`src/rtl/ctrl_reg_guard.sv`:
```
module ctrl_reg_guard #(
  parameter int          WR_CYCLES = 200,
  parameter logic [15:0] REG_ADDR  = 16'hFFFF,
  parameter logic [15:0] SET_ADDR  = 16'h0001,
  parameter logic [15:0] CLR_ADDR  = 16'h0003,
  parameter logic [7:0]  INIT_CTRL = 8'h00
) (
  input  logic        clk,
  input  logic        rst_n,
  input  logic        sys_rst,
  input  logic        wp_pin,
  input  logic        hv_prog,
  input  logic        bus_start,
  input  logic        bus_addr_vld,
  input  logic [15:0] bus_addr,
  input  logic        bus_data_vld,
  input  logic [7:0]  bus_data,
  input  logic        bus_stop,
  output logic        ack_vld,
  output logic        ack,
  output logic [7:0]  ctrl_q,
  output logic        wel,
  output logic        rwel,
  output logic        busy,
  output logic        nv_store,
  output logic        trip_set,
  output logic        trip_reset
);
  localparam int CW = $clog2(WR_CYCLES + 1);

  typedef enum logic [2:0] {K_NONE, K_WEL, K_RWEL, K_COMMIT, K_TSET, K_TCLR} kind_t;

  logic [15:0] addr_q;
  logic        have_addr, seen_data;
  kind_t       kind_q, kind_d;
  logic [7:0]  data_q;
  logic [CW-1:0] cnt;

  wire locked   = wp_pin && ctrl_q[7];
  wire first    = have_addr && !seen_data;
  wire reg_kind = (kind_q == K_WEL) || (kind_q == K_RWEL) || (kind_q == K_COMMIT);
  wire go       = bus_stop && !sys_rst && !busy && (kind_q != K_NONE) && !(reg_kind && locked);

  assign busy = (cnt != '0);

  always_comb begin
    kind_d = K_NONE;
    if (first && !sys_rst && !busy) begin
      if (addr_q == REG_ADDR) begin
        if (!locked) begin
          case (bus_data[2:1])
            2'b01:   kind_d = K_WEL;
            2'b11:   if (wel) kind_d = K_RWEL;
            2'b00:   if (wel && rwel) kind_d = K_COMMIT;
            default: kind_d = K_NONE;
          endcase
        end
      end else if (wel && hv_prog && bus_data == 8'h00) begin
        if (addr_q == SET_ADDR)      kind_d = K_TSET;
        else if (addr_q == CLR_ADDR) kind_d = K_TCLR;
      end
    end
  end

  always_ff @(posedge clk or negedge rst_n) begin
    if (!rst_n) begin
      addr_q     <= '0;
      have_addr  <= 1'b0;
      seen_data  <= 1'b0;
      kind_q     <= K_NONE;
      data_q     <= '0;
      ctrl_q     <= INIT_CTRL;
      wel        <= 1'b0;
      rwel       <= 1'b0;
      cnt        <= '0;
      ack_vld    <= 1'b0;
      ack        <= 1'b0;
      nv_store   <= 1'b0;
      trip_set   <= 1'b0;
      trip_reset <= 1'b0;
    end else begin
      ack_vld    <= bus_data_vld;
      ack        <= bus_data_vld && (kind_d != K_NONE);
      nv_store   <= 1'b0;
      trip_set   <= 1'b0;
      trip_reset <= 1'b0;
      if (busy) cnt <= cnt - CW'(1);

      if (sys_rst || bus_start || bus_stop) begin
        have_addr <= 1'b0;
        seen_data <= 1'b0;
        kind_q    <= K_NONE;
      end else if (bus_addr_vld) begin
        addr_q    <= bus_addr;
        have_addr <= 1'b1;
        seen_data <= 1'b0;
        kind_q    <= K_NONE;
      end else if (bus_data_vld) begin
        seen_data <= 1'b1;
        if (first) begin
          kind_q <= kind_d;
          data_q <= bus_data;
        end
      end

      if (go) begin
        case (kind_q)
          K_WEL:  wel  <= 1'b1;
          K_RWEL: rwel <= 1'b1;
          K_COMMIT: begin
            ctrl_q   <= data_q;
            rwel     <= 1'b0;
            nv_store <= 1'b1;
            cnt      <= CW'(WR_CYCLES);
          end
          K_TSET: begin
            trip_set <= 1'b1;
            cnt      <= CW'(WR_CYCLES);
          end
          K_TCLR: begin
            trip_reset <= 1'b1;
            cnt        <= CW'(WR_CYCLES);
          end
          default: ;
        endcase
      end
    end
  end
endmodule

```
`config.mk`:
```
export PLATFORM = sky130hd
export DESIGN_NAME = ctrl_reg_guard
export DESIGN_NICKNAME = d
export VERILOG_FILES = /design/src/rtl/ctrl_reg_guard.sv
export SDC_FILE = /design/constraint.sdc
export NUM_CORES = 1
export LEC_CHECK = 0
export BUFFER_PORTS_ARGS = -buffer_cell sky130_fd_sc_hd__buf_2
export CAP_MARGIN = 20
export CORE_MARGIN = 2
export CORE_UTILIZATION = 60
export CTS_BUF_LIST = sky130_fd_sc_hd__clkbuf_4
export DETAILED_ROUTE_END_ITERATION = 10
export PLACE_DENSITY = 0.94
export REMOVE_ABC_BUFFERS = 1
export SKIP_CTS_REPAIR_TIMING = 1
export SYNTH_ARGS = -nofsm -noshare
export SYNTH_HDL_FRONTEND = slang
export SYNTH_SLANG_ARGS = --single-unit
```
`constraint.sdc`:
```
create_clock -name clk -period 3.57 [get_ports clk]
set_clock_uncertainty 0.1 [all_clocks]
set_input_delay 0.1785 -clock clk [delete_from_list [all_inputs] [get_ports clk]]
set_output_delay 0.1785 -clock clk [all_outputs]
set_load 0.005 [all_outputs]
```
==> results.py, run 1 <==
metrics = {
    "global_routing": {
        "first_global_vias": 1679,
        "use_met3_pct": 4.77,
        "grt_overflow": 0,
        "globalRoute.busiestLayer": "met2",
        "met1_usage_pct": 26.8,
        "gr-usage-met2_pct": 41.5,
        "track_usage_pct": 23.2,
        "grt_pass1_wl_um": 7400,
        "antenna_found_initial": 0,
        "grt_max_degree": 53,
    },
    "cells_and_area": {
        "fin_cells": 310,
        "n_antenna_cell": 0,
        "multiInputGateArea_um2": 956,
        "regArea_um2": 1300,
        "nets": 296,
        "design_area_um2": 2910,
        "final.fill_count": 220,
        "fin_util_pct": 79.6,
        "syn_to_final_growth_pct": 27.1,
        "drive_gt1_share_pct": 35.9,
    },
    "place": {
        "io_buffers": 48,
        "dp.cells": 275,
        "dp_slack_ns": 1.15,
        "gp_congestion": 0.803,
        "dp_hpwl_um": 3380,
        "dpl_cell_area_um2": 2570,
    },
    "route": {
        "drt-initial-drc-count": 96,
        "wl_um": 5080,
        "drtAntennaViolNets": 0,
        "first_pass_iters": 4,
        "route.detailed.drc": 0,
        "vias": 1746,
        "avgRoutedWirePerCell_um": 16.4,
        "vias_per_cell": 5.63,
    },
    "sta": {
        "finalSetupTns_ns": 0,
        "tightestPinTransition_ns": 0.697,
        "min_period_ns": 2.60,
        "maxSlewViolCount": 0,
        "fmax_mhz": 385,
        "hold_viol": 0,
        "worst_slack_ns": 0.975,
        "slew-limit-headroom_pct": 53.5,
        "fin_crit_sh_pct": 72.7,
        "rsz0062_at_grt": "no",
        "setup-violations-final": 0,
    },
    "power": {
        "p_per_area_nw_per_um2": 361,
        "vdd_ir_drop_max_mv": 0.322,
        "p_leak_nw": 1.38,
    },
    "clocking": {
        "cts-root-buf": "clkbuf_4",
        "path_clk_slew_ns": 0.14,
        "cts_tree": "yes",
        "cts_buffer_depth": 2,
        "clock_latency_ns": 0.38,
        "clock-sinks": 52,
        "cts_buffers": 5,
        "cts_max_level": 2,
    },
    "floorplan": {
        "coreArea_um2": 3660,
        "rows": 22,
        "fp.dieW_um": 65.8,
        "start_util_pct": 62.6,
        "ios": 49,
        "design.die.area_um2": 4330,
        "die_h_um": 65.8,
    },
    "run": {
        "drv_cap": 0,
    },
    "setup_path": {
        "path_max_fanout": 6,
        "max_stage_delay_ns": 0.43,
        "crit_top_cell": "inv_1",
        "critical_path.cell_chain": "inv_1 > ha_1 > nor3b_4 > nand2_1 > nor3_1 > inv_1 > buf_2",
        "cp-end-kind": "output pin",
        "setup.worst_path.start_class": "flop",
        "cp_data_arrival_time_ns": 2.32,
        "worstPathRequired_ns": 3.29,
        "path_class": "flop to output pin",
        "cpMaxStageDelayCell": "dfrtp_1",
    },
    "run_status": {
        "status": "finished clean",
    },
    "worst_hold_path": {
        "hp-class": "input port to flop",
    },
    "yosys": {
        "synth_warnings": 0,
        "seq_area_frac_synth_pct": 56.8,
        "synth_area_um2": 2290,
        "syn_inst": 182,
        "syn_avg_cell_area_um2": 12.6,
        "synth_seq_cells": 52,
        "synth_cell_types": 42,
    },
}
[registers in the layout (all words and copies together), names as in the netlist]
register    cells
addr_q         16
cnt             8
ctrl_q          8
data_q          8
kind_q          3
ack             1
ack_vld         1
have_addr       1
nv_store        1
rwel            1
seen_data       1
trip_reset      1
trip_set        1
wel             1
[worst max-delay path, delay by kind of cell (launching register included)]
kind                       cells  cell delay (ns)
adders and majority gates      1             0.19
buffers and inverters          3             0.44
DFF                            1             0.43
and+or+nand+nor                3             0.88
[routing by layer]
layer  wire, µm  share of wire (%)
met3        208                4.1
met5          0                  0
met1       2020                 40
met4         76                1.5
met2       2770                 55
[cell families after synthesis]
logic type	count (synthesis)	synth area share, %
simple gates	66	16.8
mux	32	17.0
compound gates	19	5.46
fa+ha+maj	1	0.546
xor+xnor	5	1.91
flops	52	56.8
buf+inv	7	1.53
[through the flow]
| step | hold WS, ns | total power (W) |
|---|---|---|
| 2_1_floorplan | -0.217 | 0.000725 |
| 3_3_place_gp | 0.235 | 0.000768 |
| 3_5_place_dp | 0.238 | 0.000777 |
| 4_1_cts | -0.149 | 0.00102 |
| 5_1_grt | -0.00923 | 0.00110 |
| 6_report | 0.00174 | 0.00105 |
[cells in the mapped netlist (all sizes together)]
| cell type | n | area, µm² |
|---|---|---|
| a211o | 1 | 8.76 |
| a211oi | 1 | 7.51 |
| a21boi | 2 | 15.0 |
| a21o | 1 | 8.76 |
| a21oi | 6 | 30.0 |
| a31o | 1 | 8.76 |
| a32oi | 1 | 8.76 |
| and2 | 1 | 6.26 |
| and3 | 2 | 12.5 |
| and3b | 1 | 8.76 |
| and4 | 2 | 18.8 |
| buf | 2 | 16.3 |
| clkbuf | 1 | 3.75 |
| dfrtp | 52 | 1300 |
| ha | 1 | 12.5 |
| inv | 4 | 15.0 |
| mux2 | 32 | 390 |
| nand2 | 9 | 33.8 |
| nand2b | 2 | 12.5 |
| nand3 | 5 | 25.0 |
| nand3b | 1 | 7.51 |
| nand4 | 6 | 52.6 |
| nand4b | 1 | 8.76 |
| nor2 | 16 | 60.1 |
| nor2b | 1 | 6.26 |
| nor3 | 9 | 45.0 |
| nor3b | 1 | 18.8 |
| nor4 | 4 | 25.0 |
| nor4b | 2 | 17.5 |
| nor4bb | 1 | 10.0 |
| o211ai | 1 | 7.51 |
| o21a | 1 | 7.51 |
| o21ai | 3 | 15.0 |
| o31ai | 1 | 7.51 |
| or3 | 1 | 6.26 |
| or3b | 1 | 8.76 |
| xnor2 | 4 | 35.0 |
| xor2 | 1 | 8.76 |
[where the power goes]
| group | leakage, nW | internal [W] | total, W | switching (W) |
|---|---|---|---|---|
| logic | 0.667 | 0.0000758 | 0.000122 | 0.0000461 |
| clock network | 0.0315 | 0.0000805 | 0.000257 | 0.000176 |
| registers | 0.676 | 0.000634 | 0.000673 | 0.0000390 |
| total | 1.38 | 0.000791 | 0.00105 | 0.000261 |
[layout make-up]
cell class              count  area share (%)
clock buffers               6            1.55
clock inverters             1           0.172
inverters                   4           0.515
repair buffers             76            18.2
multi-input cells         123            32.8
well taps                  48            2.06
flip-flops and latches     52            44.7
[path summary, 6_finish.rpt]
kind | start | to | slack [ns] | cells past startpoint
worst max-delay path | cnt[0]$_DFF_PN0_ | busy | 0.97 | 7
worst min-delay path | bus_start | kind_q[0]$_DFFE_PN0P_ | 0.002 | 4
worst max register to register | cnt[0]$_DFF_PN0_ | ctrl_q[2]$_DFFE_PN0P_ | 1.12 | 6
worst min register to register | ctrl_q[4]$_DFFE_PN0P_ | ctrl_q[4]$_DFFE_PN0P_ | 0.42 | 1
max in group asynchronous | rst_n | trip_reset$_DFF_PN0_ | 2.63 | 3
min in group asynchronous | rst_n | addr_q[7]$_DFFE_PN0P_ | 0.21 | 2
[layout by cell type (no fill, tap or decap), types with 5 or more instances in the layout]
master | Yosys | final
mux2_2 | 24 | 24
a21oi_1 | 6 | 6
mux2_4 | 8 | 8
buf_2 | 1 | 48
dfrtp_1 | 52 | 52
dlygate4sd3_1 | 0 | 27
nor2_1 | 16 | 16
nand2_1 | 9 | 9
nand3_1 | 5 | 5
clkbuf_4 | 0 | 6
nand4_1 | 5 | 5
nor3_1 | 9 | 9
Power figures use the tool's default switching activity.
==> run 2: changes to the inputs <==
Settings changed: CORE_UTILIZATION 60 to 50, PLACE_DENSITY 0.94 to 0.84.
Clock period 3.57 ns to 2.35 ns, I/O delays scaled along.
==> results.py, run 2 (synthesis gave the netlist of run 1 again) <==
metrics = {
    "setup_path": {
        "worstPathRequired_ns": 2.13,
        "crit_top_cell": "inv_1",
        "path_max_fanout": 5,
        "cp_data_arrival_time_ns": 1.96,
        "rr_endpoint": "ctrl_q[7]$_DFFE_PN0P_",
        "r2r_start": "cnt[0]$_DFF_PN0_",
        "cp-endpoint": "busy",
        "setup.worst_path.start_class": "flop",
        "max_stage_delay_ns": 0.43,
        "r2r_slack_ns": 0.24,
        "critical_path.cell_chain": "inv_1 > ha_1 > nor3b_4 > buf_4 > nand2_1 > nor3_2 > inv_1 > buf_2",
        "cp-end-kind": "output pin",
        "cpMaxStageDelayCell": "dfrtp_1",
        "startpoint": "cnt[0]$_DFF_PN0_",
        "path_class": "flop to output pin",
        "reg2reg_depth": 6,
    },
    "global_routing": {
        "first_global_vias": 1659,
        "track_usage_pct": 18.5,
        "antenna_found_initial": 0,
        "grt_pass1_wl_um": 7460,
        "grt_overflow": 0,
        "grt_max_degree": 28,
    },
    "cells_and_area": {
        "max_flop_register": "addr_q",
        "design_area_um2": 3000,
        "drive_gt1_share_pct": 37.1,
        "n_antenna_cell": 0,
        "final.fill_count": 354,
        "nets": 305,
        "largest_reg_flops": 16,
        "final_cell_mix": "dfrtp_1 (52), buf_2 (48), dlygate4sd3_1 (31)",
        "syn_to_final_growth_pct": 30.8,
        "fin_util_pct": 68.4,
        "mostFrequentLayoutCell": "dfrtp_1",
    },
    "route": {
        "vias_per_cell": 5.38,
        "vias": 1742,
        "route.detailed.drc": 0,
        "drtAntennaViolNets": 0,
        "avgRoutedWirePerCell_um": 14.5,
        "wl_um": 4690,
        "first_pass_iters": 4,
        "drt-initial-drc-count": 61,
    },
    "floorplan": {
        "rows": 24,
        "die_h_um": 71.7,
        "start_util_pct": 52.3,
        "ios": 49,
        "fp.dieW_um": 71.7,
        "design.die.area_um2": 5140,
        "coreArea_um2": 4380,
    },
    "worst_hold_path": {
        "hp-class": "input port to flop",
        "holdPathStages": 4,
    },
    "sta": {
        "tightestPinTransition_ns": 0.399,
        "finalSetupTns_ns": 0,
        "fin_crit_sh_pct": 92.8,
        "hold_ws_ns": 0.00337,
        "fmax_mhz": 458,
        "hold_viol": 0,
        "min_period_ns": 2.18,
        "slew-limit-headroom_pct": 73.2,
        "setup-violations-final": 0,
        "maxSlewViolCount": 0,
    },
    "place": {
        "gp_congestion": 0.822,
        "dp_hpwl_um": 3330,
        "io_buffers": 48,
        "dpl_cell_area_um2": 2620,
    },
    "power": {
        "vdd_ir_drop_max_mv": 0.477,
        "p_leak_nw": 1.42,
        "p_per_area_nw_per_um2": 533,
    },
    "run_status": {
        "status": "finished clean",
    },
    "clocking": {
        "cts_max_level": 2,
        "cts_tree": "yes",
        "cts_buffers": 5,
        "cts-root-buf": "clkbuf_4",
        "clock_latency_ns": 0.36,
        "path_clk_slew_ns": 0.14,
        "cts_buffer_depth": 2,
        "clock-sinks": 52,
    },
    "run": {
        "drv_cap": 0,
    },
}
-- run 2: area by class of cell --
type	count	area [µm²]	share of cell area [%]
clock inverters	2	11.3	0.375
clock buffers	6	45.0	1.50
multi-input cells	123	966	32.2
inverters	4	15.0	0.501
flip-flops and latches	52	1300	43.4
repair buffers	85	596	19.9
well taps	52	65.1	2.17
-- run 2: report_power, final --
| group | internal [W] | leakage (nW) | total [W] | switching, W |
|---|---|---|---|---|
| logic | 0.000119 | 0.712 | 0.000185 | 0.0000666 |
| registers | 0.000964 | 0.676 | 0.00102 | 0.0000557 |
| clock network | 0.000126 | 0.0293 | 0.000395 | 0.000269 |
-- run 2: through the flow --
step / instances / setup slack [ns] / total power (W)
final: 324 / 0.169 / 0.00160
after global routing: 324 / -0.0227 / 0.00168
after CTS: 293 / 0.0881 / 0.00157
after detailed placement: 285 / 0.114 / 0.00118
after global placement: 285 / 0.156 / 0.00117
after floorplan: 179 / 0.141 / 0.00110
-- run 2: layer usage --
metal / GRT usage [%] / routed length [µm] / vias to the layer above
met5: 0 / 0 / -
met4: 5.24 / 42 / 0
met3: 4.78 / 212 / 6
met2: 30.9 / 2380 / 51
met1: 24.0 / 2050 / 847
li1: - / - / 838
-- run 2: worst max-delay path, delay by kind of cell, from the launching register on --
kind          cells  cell delay, ns
fa+ha+maj         1            0.17
flops             1            0.43
simple gates      3            0.49
buf+inv           4            0.51
-- run 2: worst min path at each step --
stage	startpoint	endpoint	slack (ns)
2_1_floorplan	rst_n	ack$_DFF_PN0_	-0.28
3_3_place_gp	rst_n	cnt[6]$_DFF_PN0_	-0.19
3_5_place_dp	rst_n	cnt[6]$_DFF_PN0_	-0.19
4_1_cts	rst_n	cnt[6]$_DFF_PN0_	-0.60
5_1_grt	sys_rst	kind_q[0]$_DFFE_PN0P_	0.002
6_report	sys_rst	kind_q[0]$_DFFE_PN0P_	0.003
